File: src/rtl/lsa_pkg.sv
package lsa_pkg;
    localparam int WORD_W = 32;
    localparam int LANE_W = 8;
    localparam int LANES  = WORD_W / LANE_W;
    localparam int OFF_W  = $clog2(LANES);
    localparam int HALF_W = WORD_W / 2;

    typedef enum logic [2:0] {
        CT_WORD   = 3'b000,
        CT_HALF_S = 3'b001,
        CT_HALF_U = 3'b010,
        CT_BYTE_S = 3'b011,
        CT_BYTE_U = 3'b100
    } ctl_e;

    typedef enum logic [1:0] {
        SZ_WORD = 2'd0,
        SZ_HALF = 2'd1,
        SZ_BYTE = 2'd2,
        SZ_NONE = 2'd3
    } size_e;

    typedef struct packed {
        logic [WORD_W-1:0] ldata;
        logic [WORD_W-1:0] wdata;
        logic [LANES-1:0]  be;
        logic              err;
    } out_t;
endpackage

File: src/rtl/lsa_decode.sv
module lsa_decode
    import lsa_pkg::*;
(
    input  logic [2:0]       ctrl_i,
    input  logic [OFF_W-1:0] off_i,
    output size_e            size_o,
    output logic             sext_o,
    output logic             err_o
);
    always_comb begin
        size_o = SZ_NONE;
        sext_o = 1'b0;
        case (ctrl_i)
            CT_WORD:   size_o = SZ_WORD;
            CT_HALF_S: begin size_o = SZ_HALF; sext_o = 1'b1; end
            CT_HALF_U: size_o = SZ_HALF;
            CT_BYTE_S: begin size_o = SZ_BYTE; sext_o = 1'b1; end
            CT_BYTE_U: size_o = SZ_BYTE;
            default:   size_o = SZ_NONE;
        endcase
    end

    always_comb begin
        case (size_o)
            SZ_WORD: err_o = (off_i != '0);
            SZ_HALF: err_o = off_i[0];
            SZ_BYTE: err_o = 1'b0;
            default: err_o = 1'b1;
        endcase
    end
endmodule

File: src/rtl/lsa_load_align.sv
module lsa_load_align
    import lsa_pkg::*;
(
    input  logic [WORD_W-1:0] rdata_i,
    input  size_e             size_i,
    input  logic              sext_i,
    input  logic [OFF_W-1:0]  off_i,
    input  logic              err_i,
    output logic [WORD_W-1:0] ldata_o
);
    logic [HALF_W-1:0] half_v;
    logic [LANE_W-1:0] lane_v;

    always_comb begin
        half_v = off_i[OFF_W-1] ? rdata_i[HALF_W-1:0] : rdata_i[WORD_W-1:HALF_W];
        lane_v = rdata_i[LANE_W*(LANES-1-int'(off_i)) +: LANE_W];
    end

    always_comb begin
        case (size_i)
            SZ_WORD: ldata_o = rdata_i;
            SZ_HALF: ldata_o = {{(WORD_W-HALF_W){sext_i & half_v[HALF_W-1]}}, half_v};
            SZ_BYTE: ldata_o = {{(WORD_W-LANE_W){sext_i & lane_v[LANE_W-1]}}, lane_v};
            default: ldata_o = '0;
        endcase
        if (err_i) begin
            ldata_o = '0;
        end
    end
endmodule

File: src/rtl/lsa_store_align.sv
module lsa_store_align
    import lsa_pkg::*;
(
    input  logic [WORD_W-1:0] sdata_i,
    input  size_e             size_i,
    input  logic [OFF_W-1:0]  off_i,
    input  logic              store_i,
    input  logic              err_i,
    output logic [WORD_W-1:0] wdata_o,
    output logic [LANES-1:0]  be_o
);
    logic [LANES-1:0]  sel;
    logic [LANE_W-1:0] lane_w [LANES];
    logic              go;

    assign go = store_i & ~err_i;

    for (genvar g = 0; g < LANES; g++) begin : g_lane
        localparam logic [OFF_W-1:0] LOFF = OFF_W'(g);
        localparam int HI = LANE_W * (LANES - 1 - g);

        assign sel[g] = go & ((size_i == SZ_WORD)
                           | ((size_i == SZ_HALF) & (LOFF[OFF_W-1] == off_i[OFF_W-1]))
                           | ((size_i == SZ_BYTE) & (LOFF == off_i)));

        assign lane_w[g] = (size_i == SZ_WORD) ? sdata_i[HI +: LANE_W] :
                           (size_i == SZ_HALF) ? (LOFF[0] ? sdata_i[LANE_W-1:0]
                                                          : sdata_i[2*LANE_W-1:LANE_W]) :
                                                 sdata_i[LANE_W-1:0];

        assign wdata_o[HI +: LANE_W] = lane_w[g];
        assign be_o[LANES-1-g]       = sel[g];
    end
endmodule

File: src/rtl/lsa_align_unit.sv
module lsa_align_unit
    import lsa_pkg::*;
#(
    parameter bit REG_OUT = 1'b1
) (
    input  logic              clk_i,
    input  logic              rst_ni,
    input  logic              store_i,
    input  logic [2:0]        ctrl_i,
    input  logic [OFF_W-1:0]  addr_lo_i,
    input  logic [WORD_W-1:0] store_data_i,
    input  logic [WORD_W-1:0] mem_rdata_i,
    output logic [WORD_W-1:0] load_data_o,
    output logic [WORD_W-1:0] mem_wdata_o,
    output logic [LANES-1:0]  byte_en_o,
    output logic              misalign_o
);
    size_e             size_w;
    logic              sext_w;
    logic              err_w;
    logic [WORD_W-1:0] ldata_w;
    logic [WORD_W-1:0] wdata_w;
    logic [LANES-1:0]  be_w;
    out_t              out_d;
    out_t              out_q;

    lsa_decode u_dec (
        .ctrl_i (ctrl_i),
        .off_i  (addr_lo_i),
        .size_o (size_w),
        .sext_o (sext_w),
        .err_o  (err_w)
    );

    lsa_load_align u_ld (
        .rdata_i (mem_rdata_i),
        .size_i  (size_w),
        .sext_i  (sext_w),
        .off_i   (addr_lo_i),
        .err_i   (err_w),
        .ldata_o (ldata_w)
    );

    lsa_store_align u_st (
        .sdata_i (store_data_i),
        .size_i  (size_w),
        .off_i   (addr_lo_i),
        .store_i (store_i),
        .err_i   (err_w),
        .wdata_o (wdata_w),
        .be_o    (be_w)
    );

    always_comb begin
        out_d       = '0;
        out_d.ldata = ldata_w;
        out_d.wdata = wdata_w;
        out_d.be    = be_w;
        out_d.err   = err_w;
    end

    if (REG_OUT) begin : g_reg
        always_ff @(posedge clk_i or negedge rst_ni) begin
            if (!rst_ni) begin
                out_q <= '0;
            end else begin
                out_q <= out_d;
            end
        end
    end else begin : g_comb
        assign out_q = out_d;
    end

    assign load_data_o = out_q.ldata;
    assign mem_wdata_o = out_q.wdata;
    assign byte_en_o   = out_q.be;
    assign misalign_o  = out_q.err;

    // a flagged access enables no lane
    p_err_no_lanes_r9: assert property (@(posedge clk_i) disable iff (!rst_ni)
        out_d.err |-> (out_d.be == '0));

    // a flagged access returns zero
    p_err_zero_load_r9: assert property (@(posedge clk_i) disable iff (!rst_ni)
        out_d.err |-> (out_d.ldata == '0));

    // a word at a nonzero offset is flagged
    p_word_align_r1: assert property (@(posedge clk_i) disable iff (!rst_ni)
        ((ctrl_i == CT_WORD) && (addr_lo_i != '0)) |-> out_d.err);

    // reserved codes are flagged
    p_reserved_r10: assert property (@(posedge clk_i) disable iff (!rst_ni)
        (ctrl_i > 3'b100) |-> out_d.err);

    // loads never write
    p_load_no_write_r11: assert property (@(posedge clk_i) disable iff (!rst_ni)
        !store_i |-> (out_d.be == '0));

    // only legal mask shapes appear
    p_mask_shape_r8: assert property (@(posedge clk_i) disable iff (!rst_ni)
        (out_d.be inside {4'b0000, 4'b0001, 4'b0010, 4'b0100, 4'b1000,
                          4'b0011, 4'b1100, 4'b1111}));

    // unsigned byte loads carry zero upper bits
    p_unsigned_fill_r5: assert property (@(posedge clk_i) disable iff (!rst_ni)
        (ctrl_i == CT_BYTE_U) |-> (out_d.ldata[WORD_W-1:LANE_W] == '0));
endmodule

File: config.mk
export PLATFORM = sky130hd
export DESIGN_NAME = lsa_align_unit
export DESIGN_NICKNAME = d
export VERILOG_FILES = /design/src/rtl/lsa_pkg.sv /design/src/rtl/lsa_decode.sv /design/src/rtl/lsa_load_align.sv /design/src/rtl/lsa_store_align.sv /design/src/rtl/lsa_align_unit.sv
export SDC_FILE = /design/constraint.sdc
export NUM_CORES = 1
export LEC_CHECK = 0
export ABC_AREA = 1
export BUFFER_PORTS_ARGS = -buffer_cell sky130_fd_sc_hd__buf_2
export CORE_MARGIN = 4
export CORE_UTILIZATION = 40
export DETAILED_ROUTE_END_ITERATION = 6
export PLACE_DENSITY = 0.78
export SLEW_MARGIN = 10
export SYNTH_ARGS = -nofsm -noshare
export SYNTH_HDL_FRONTEND = slang
export SYNTH_SLANG_ARGS = --single-unit
File: constraint.sdc
create_clock -name clk_i -period 1 [get_ports clk_i]
set_input_delay 0 -clock clk_i [delete_from_list [all_inputs] [get_ports clk_i]]
set_output_delay 0 -clock clk_i [all_outputs]
set_load 0.01 [all_outputs]
# Yosys cells after proc, flatten, opt, wreduce, memory -nomap -nowiden
# Index checks and enable logic that the tools add are counted.
# word_totals
ff_bits,69
input_bits,72
output_inout_bits,69
word_cells,53
# classes
addsub,1
n_eq_ne,9
n_shift,1
mux,10
bitwise,21
reduce_logical,7
# op_table
operator,count
case mux 32 bit (3 select lines),1
two-way mux 32 bit,1
two-way mux 8 bit,4
variable part select 32 x 32 -> 8 bit,1
two-way mux 16 bit,1
AND 1 bit,13
== test 3 x 2 -> 1 bit (second input constant),2
OR 1 bit,6
case mux 2 bit (3 select lines),1
OR reduction 2 bit,3
== test 2 bit (first input constant),2
zero test 2 bit,2
== test 3 x 1 -> 1 bit (second input constant),1
== test 3 bit (second input constant),1
zero test 3 bit,1
case mux 1 bit (3 select lines),1
subtractor 2 x 2 -> 3 bit (first input constant),1
== test 1 x 2 -> 1 bit (first input constant),1
== test 2 x 1 -> 1 bit (second input constant),1
== test 2 bit (second input constant),1
inverter 1 bit,2
nonzero test 2 bit,1
two-way mux 1 bit,1

# Depth between registers and ports, before layout
# Gate-level depths: netlist of run 1.
# depth
word_depth,8
ltp_mapped,9
ltp_nobuf,8

# Modules after synthesis
# From an unflattened synthesis of run 1, not the netlist that was laid out.
# unflattened
hier_cells,362
area_unflattened_um2,3089.2
# by_module_without_submodules
module,instances,cells_per_inst,area_per_inst_um2,seq_area_each_um2
lsa_align_unit,1,69,1726.7,1726.7
lsa_load_align,1,171,809.5,0.0
lsa_store_align,1,108,495.5,0.0
lsa_decode,1,14,57.6,0.0

# Least setup slack after synthesis of run 1
# No wires, ideal clock.
# synth_path
path_kind,input port to flip-flop
startpoint,input port addr_lo_i[1]
endpoint,register out_q (netlist bit load_data_o[21])
setup_ps,113
arrival_ps,859
required_time_ps,887
path_slack_ps,28
path_stages,9
path_buffers,3
cell_sequence,buf_4 -> inv_1 -> buf_4 -> nand2_1 -> nand3_2 -> buf_2 -> nand3_1 -> nand2_1 -> inv_1
# synth_between
elab_chain_cells,5
elab_cells_between_ends,9
classes_between,add/sub: 1; shift: 1; mux: 4; bitwise: 2; reduce/logical: 1
# synth_lines
element,line,text
from (decl),lsa_align_unit.sv:10,"input logic [OFF_W-1:0] addr_lo_i,"
subtractor 2 x 2 -> 3 bit,lsa_load_align.sv:16,lane_v = rdata_i[LANE_W*(LANES-1-int'(off_i)) +: LANE_W];
variable part select 32 x 32 -> 8 bit,lsa_load_align.sv:16,
AND 1 bit,lsa_load_align.sv:23,"SZ_BYTE: ldata_o = {{(WORD_W-LANE_W){sext_i & lane_v[LANE_W-1]}}, lane_v};"
case mux 32 bit (3 select lines),lsa_load_align.sv:20,case (size_i)
two-way mux 32 bit *,lsa_load_align.sv:26,if (err_i) begin
named net ldata_w[21],lsa_align_unit.sv:21,logic [WORD_W-1:0] ldata_w;
to (signal assigned),lsa_align_unit.sv:67,out_q <= out_d;
to (decl),lsa_align_unit.sv:25,out_t out_q;
# Mark *: on every way through the listed nets, which the timed path passes. The rest lies on a longest branch.

# Worst setup path after layout of run 1
# layout_path
startpoint,input port mem_rdata_i[13]
endpoint,register out_q (netlist bit load_data_o[5])
# layout_between
elab_chain_cells,3
# layout_lines
element,line,text
from (decl),lsa_align_unit.sv:12,"input logic [WORD_W-1:0] mem_rdata_i,"
variable part select 32 x 32 -> 8 bit,lsa_load_align.sv:16,
case mux 32 bit (3 select lines),lsa_load_align.sv:20,
two-way mux 32 bit,lsa_load_align.sv:26,
named net ldata_w[5],lsa_align_unit.sv:21,
# The timed path passes the listed nets, and every way through them passes these cells.

==> results.toml, run 1 <==
[pwr]
p_leak_nw = 3.27
internal_power_mw = 5.14
switching_share_pct = 28.7
pwr-share-clk_pct = 35.5
p_sw_mw = 2.07
p_comb_share_pct = 22.1
powerDensity_nw_per_um2 = 1350
sequentialPowerShare_pct = 42.4
ir_drop_mv = 0.717

[timing]
max_slew_margin_pct = 75.3
slew_violations = 0
period_minus_slack_ns = 0.916
setup_violations = 0
final.setup.tns_ns = 0
period_share_pct = 91.6
worst_pin_slew_ns = 0.370
rsz0062_at_grt = "no"
max_freq_mhz = 1090
setup_ws_ns = 0.0844
hold_viol = 0

[die]
num_io_pins = 141
fp.dieH_um = 101
initial_core_util_pct = 41.8
die_w_um = 101
coreArea_sq_um = 8340
core.rowCount = 33
die_area_sq_um = 10300

[global_routing]
grt_use_met1_pct = 25.8
antenna_found_initial = 1
grtUsageTotal_pct = 22.0
grt_max_degree = 70
top_usage_layer = "met2"
grt_pass1_vias = 3891
overflow = 0
met2_usage_pct = 38.6
grt_pass1_wl_um = 17800
use_met3_pct = 6.40

[place]
post-place-ws_ns = -0.119
place_congestion = 0.842
dpl.hpwl_um = 7270
port_buffers = 140
dpl-instance-area_sq_um = 4500

[min_path]
holdCritPathClass = "in -> reg"

[final_layout]
area_delta_synth_final_pct = 52.9
register_area_sq_um = 1730
nets = 778
antenna_cells = 0
stdcell_area_sq_um = 5330
multiInputGateArea_sq_um = 1360
n_fill_cell = 698
postLayoutCoreUtil_pct = 63.9
drive_gt1_share_pct = 27.1

[drt]
routedWlPerCell_um = 13.3
wl_um = 10900
drcViolationCount = 0
vias = 3814
vias_per_cell = 4.67
drt-initial-drc-count = 234
dr.pass1.iters = 5
ant_nets = 0

[worst_setup_path]
worstPathRequired_ns = 1.24
critPathArrivalTime_ns = 1.16
endpoint_kind = "register"
path_max_fanout = 2
path_class = "in -> reg"
start_kind = "input port"

[run]
cap_viol_max_count = 0

[synthesis]
synth.distinct_cells = 16
ys_seq_area_share_pct = 49.6
syn_area_sq_um = 3480
synth_nets = 562
yosysWarnings = 0
synth.ff_latch_count = 69
synth_cells = 490
syn_area_per_cell_sq_um = 7.11

[status]
status = "finished clean"

[clock_network]
clockBufferDepth = 2
cts_made_buffers = 9
root_buffer = "clkbuf_8"
clkSinkCount = 69
htree_levels = 3
clk_pin_slew_ns = 0.08
tritoncts = "yes"
cts_setup_buffers = 0
==> cell usage after synthesis <==
library cell,instances,share of area [%]
buf_2,16,2.3
nand2_1,222,24
nand3_1,41,5.9
inv_1,70,7.5
a21oi_1,17,2.4
nor2_2,1,0.18
nor2_1,29,3.1
inv_2,2,0.22
clkinv_1,1,0.11
nand4_1,1,0.18
nor2_4,1,0.32
clkbuf_1,3,0.32
buf_4,6,1.3
o21a_1,8,1.7
dfrtp_1,69,50
nand3_2,3,0.86
==> sequential cells by signal (all words and copies together) (netlist names) <==
name         cells
byte_en_o        4
misalign_o       1
load_data_o     32
mem_wdata_o     32
==> stage by stage <==
step           hold slack (ns)  power (mW)  std cells
3_5_place_dp            0.0516        4.50        740
4_1_cts                0.00965        7.27        817
5_1_grt                 0.0395        7.64        816
2_1_floorplan           -0.296        3.82        490
3_3_place_gp            0.0484        4.48        740
6_report                0.0188        7.21        816
==> per-layer routing <==
layer	vias to the layer above	wire length, um
li1	1889	-
met1	1736	4280
met2	166	5340
met3	21	1030
met4	2	226
met5	-	7
==> final cells by class <==
| cell class | instances | share of cell area (%) |
|---|---|---|
| Multi-Input combinational cell | 323 | 25.5 |
| Tap cell | 105 | 2.47 |
| Sequential cell | 69 | 32.4 |
| Clock buffer | 9 | 2.33 |
| Clock inverter | 7 | 1.81 |
| Timing Repair Buffer | 230 | 30.4 |
| Inverter | 73 | 5.14 |
==> kinds of logic (layout without fill, tap and decap cells) <==
group                  after synthesis  count (layout)  share of synthesized area (%)
AOI/OAI and AO/OA                   25              25                           4.17
buffers and inverters               98             319                           11.8
DFF                                 69              69                           49.6
and+or+nand+nor                    298             298                           34.5
==> path summary, 6_finish.rpt <==
path	startpoint	to	slack, ns	depth (start not counted)
min in group asynchronous	rst_ni	load_data_o[2]	0.22	3
min	mem_rdata_i[27]	load_data_o[27]	0.02	5
max	mem_rdata_i[13]	load_data_o[5]	0.08	10
max in group asynchronous	rst_ni	load_data_o[24]	0.47	3
==> power groups by stage <==
stage	combinational, mW	sequential [mW]	clock, mW
detailed placement	1.40	3.11	0
global placement	1.37	3.10	0
global route	1.79	3.07	2.78
floorplan	0.594	3.23	0
CTS	1.59	3.05	2.62
finish	1.59	3.05	2.56
==> critical path: stages <==
cell,delay (ns)
dlygate4sd3_1,0.54
buf_2,0.14
inv_1,0.07
nand2_1,0.05
nand2_1,0.06
nand2_1,0.04
nand3_1,0.08
nand3_1,0.06
nand2_1,0.06
inv_1,0.04
==> cells in the final DEF, fill, tap and decap left out <==
| cell type | n |
|---|---|
| nand4_1 | 1 |
| buf_12 | 7 |
| o21a_1 | 8 |
| nand3_1 | 40 |
| nor2_1 | 29 |
| clkbuf_8 | 9 |
| buf_4 | 23 |
| dfrtp_1 | 69 |
| inv_2 | 2 |
| dlygate4sd3_1 | 61 |
| clkinv_1 | 1 |
| clkinv_2 | 2 |
| nand3_2 | 4 |
| buf_2 | 139 |
| nor2_4 | 2 |
| bufinv_16 | 2 |
| inv_1 | 70 |
| inv_6 | 2 |
| a21oi_1 | 17 |
| nand2_1 | 222 |
| clkinv_4 | 1 |
==> what timing repair did <==
item,in CTS,in global routing
setup endpoints to repair,0,2
hold buffers,61,0
endpoints found under the hold margin,129,0
gates resized for setup,0,1
(Power assumes the default switching activity.)
==> run 2: changes to the inputs <==
--- a/config.mk
+++ b/config.mk
@@ -11,6 +11,7 @@
 export CORE_UTILIZATION = 40
 export DETAILED_ROUTE_END_ITERATION = 6
 export PLACE_DENSITY = 0.78
+export RECOVER_POWER = 50
 export SLEW_MARGIN = 10
 export SYNTH_ARGS = -nofsm -noshare
 export SYNTH_HDL_FRONTEND = slang
==> results.toml, run 2 (synthesis results as in run 1) <==
[worst_setup_path]
path_class = "in -> reg"
path_max_fanout = 2
endpoint_kind = "register"
start_kind = "input port"
critPathArrivalTime_ns = 1.16
worstPathRequired_ns = 1.24

[drt]
dr.pass1.iters = 5
vias_per_cell = 4.69
drcViolationCount = 0
wl_um = 10800
ant_nets = 0
vias = 3828
routedWlPerCell_um = 13.3
drt-initial-drc-count = 248

[timing]
period_minus_slack_ns = 0.915
final.setup.tns_ns = 0
period_share_pct = 91.5
worst_pin_slew_ns = 0.618
slew_violations = 0
max_slew_margin_pct = 58.8
setup_ws_ns = 0.0850
rsz0062_at_grt = "no"
max_freq_mhz = 1090
hold_viol = 0
setup_violations = 0

[final_layout]
nets = 778
fin_cells = 817
area_delta_synth_final_pct = 51.8
final_common_cell = "nand2_1"
final_cell_mix = "222 x nand2_1, 129 x buf_2, 70 x inv_1"
drive_gt1_share_pct = 25.3

[die]
coreArea_sq_um = 8340
initial_core_util_pct = 41.8
core.rowCount = 33
die_area_sq_um = 10300
num_io_pins = 141
fp.dieH_um = 101
die_w_um = 101

[global_routing]
antenna_found_initial = 1
grt_pass1_wl_um = 17800
grt_max_degree = 70
overflow = 0
grtUsageTotal_pct = 22.0
grt_pass1_vias = 3891

[pwr]
p_sw_mw = 2.05
ir_drop_mv = 0.716
switching_share_pct = 28.6
powerDensity_nw_per_um2 = 1360
pwr-share-clk_pct = 35.6
p_leak_nw = 3.23
p_comb_share_pct = 21.9
sequentialPowerShare_pct = 42.6
internal_power_mw = 5.12

[run]
cap_viol_max_count = 0

[clock_network]
cts_setup_buffers = 0
cts_made_buffers = 9
clkSinkCount = 69
clockBufferDepth = 2
root_buffer = "clkbuf_8"
htree_levels = 3
tritoncts = "yes"
clk_pin_slew_ns = 0.08

[status]
status = "finished clean"

[place]
port_buffers = 140
place_congestion = 0.842
dpl.hpwl_um = 7270
post-place-ws_ns = -0.119
placed_cells = 740

[min_path]
holdCritPathClass = "in -> reg"
[run 2: cell types whose count changed in the layout (fill, tap and decap cells not counted)]
cell / delta
buf_6: +1
clkbuf_1: +11
nor2_4: -1
buf_4: -5
nand3_2: -1
buf_2: -10
buf_12: -2
nor2_1: +1
diode_2: +1
buf_8: +1
nand3_1: +1
clkbuf_4: +4
[run 2: worst max-delay path, stage by stage]
cell           delay, ns
dlygate4sd3_1       0.54
buf_2               0.14
inv_1               0.06
nand2_1             0.05
nand2_1             0.06
nand2_1             0.04
nand3_1             0.08
nand3_1             0.06
nand2_1             0.06
inv_1               0.05
[run 2: per-stage QoR]
| stage | power, mW | util (%) | area (sq um) | hold slack, ns |
|---|---|---|---|---|
| after floorplan | 3.82 | - | 3480 | -0.296 |
| after global placement | 4.48 | 53.9 | 4500 | 0.0484 |
| after detailed placement | 4.50 | 53.9 | 4500 | 0.0516 |
| after CTS | 7.27 | 63.9 | 5330 | 0.00965 |
| after global routing | 7.61 | 63.4 | 5290 | 0.0395 |
| final | 7.17 | 63.4 | 5290 | 0.0173 |
[run 2: final timing paths]
check	from	to	slack, ns	cells past startpoint
hold / removal	mem_rdata_i[27]	load_data_o[27]	0.02	5
setup / recovery	mem_rdata_i[13]	load_data_o[5]	0.09	10
min in group asynchronous	rst_ni	load_data_o[11]	0.32	3
max in group asynchronous	rst_ni	load_data_o[24]	0.24	3
[run 2: power groups by stage]
stage                     Sequential (mW)  Clock, mW  Combinational (mW)
after CTS                            3.05       2.62                1.59
after global placement               3.10          0                1.37
after detailed placement             3.11          0                1.40
after floorplan                      3.23          0               0.594
final                                3.05       2.55                1.57
after global routing                 3.07       2.78                1.76
[run 2: what timing repair did]
action	4_1_cts	5_1_grt
gates resized for setup	0	1
endpoints found under the setup margin	0	2
hold endpoints to repair	129	0
hold buffers	61	0
[run 2: layout make-up]
type                    count  area, sq um
inverters                  73          274
fillers                   713         3050
flip-flops and latches     69         1730
diodes                      1         2.50
clock inverters             7         96.3
multi-input cells         323         1340
well taps                 105          131
clock buffers               9          124
repair buffers            230         1590
[run 2: per-layer routing]
metal  GRT usage, %  wire length (um)  vias to the layer above
li1               -                 -                     1892
met1           25.8              4240                     1734
met2           38.6              5270                      175
met3           6.40              1060                       25
met4           7.16               260                        2
met5              0                 7                        -
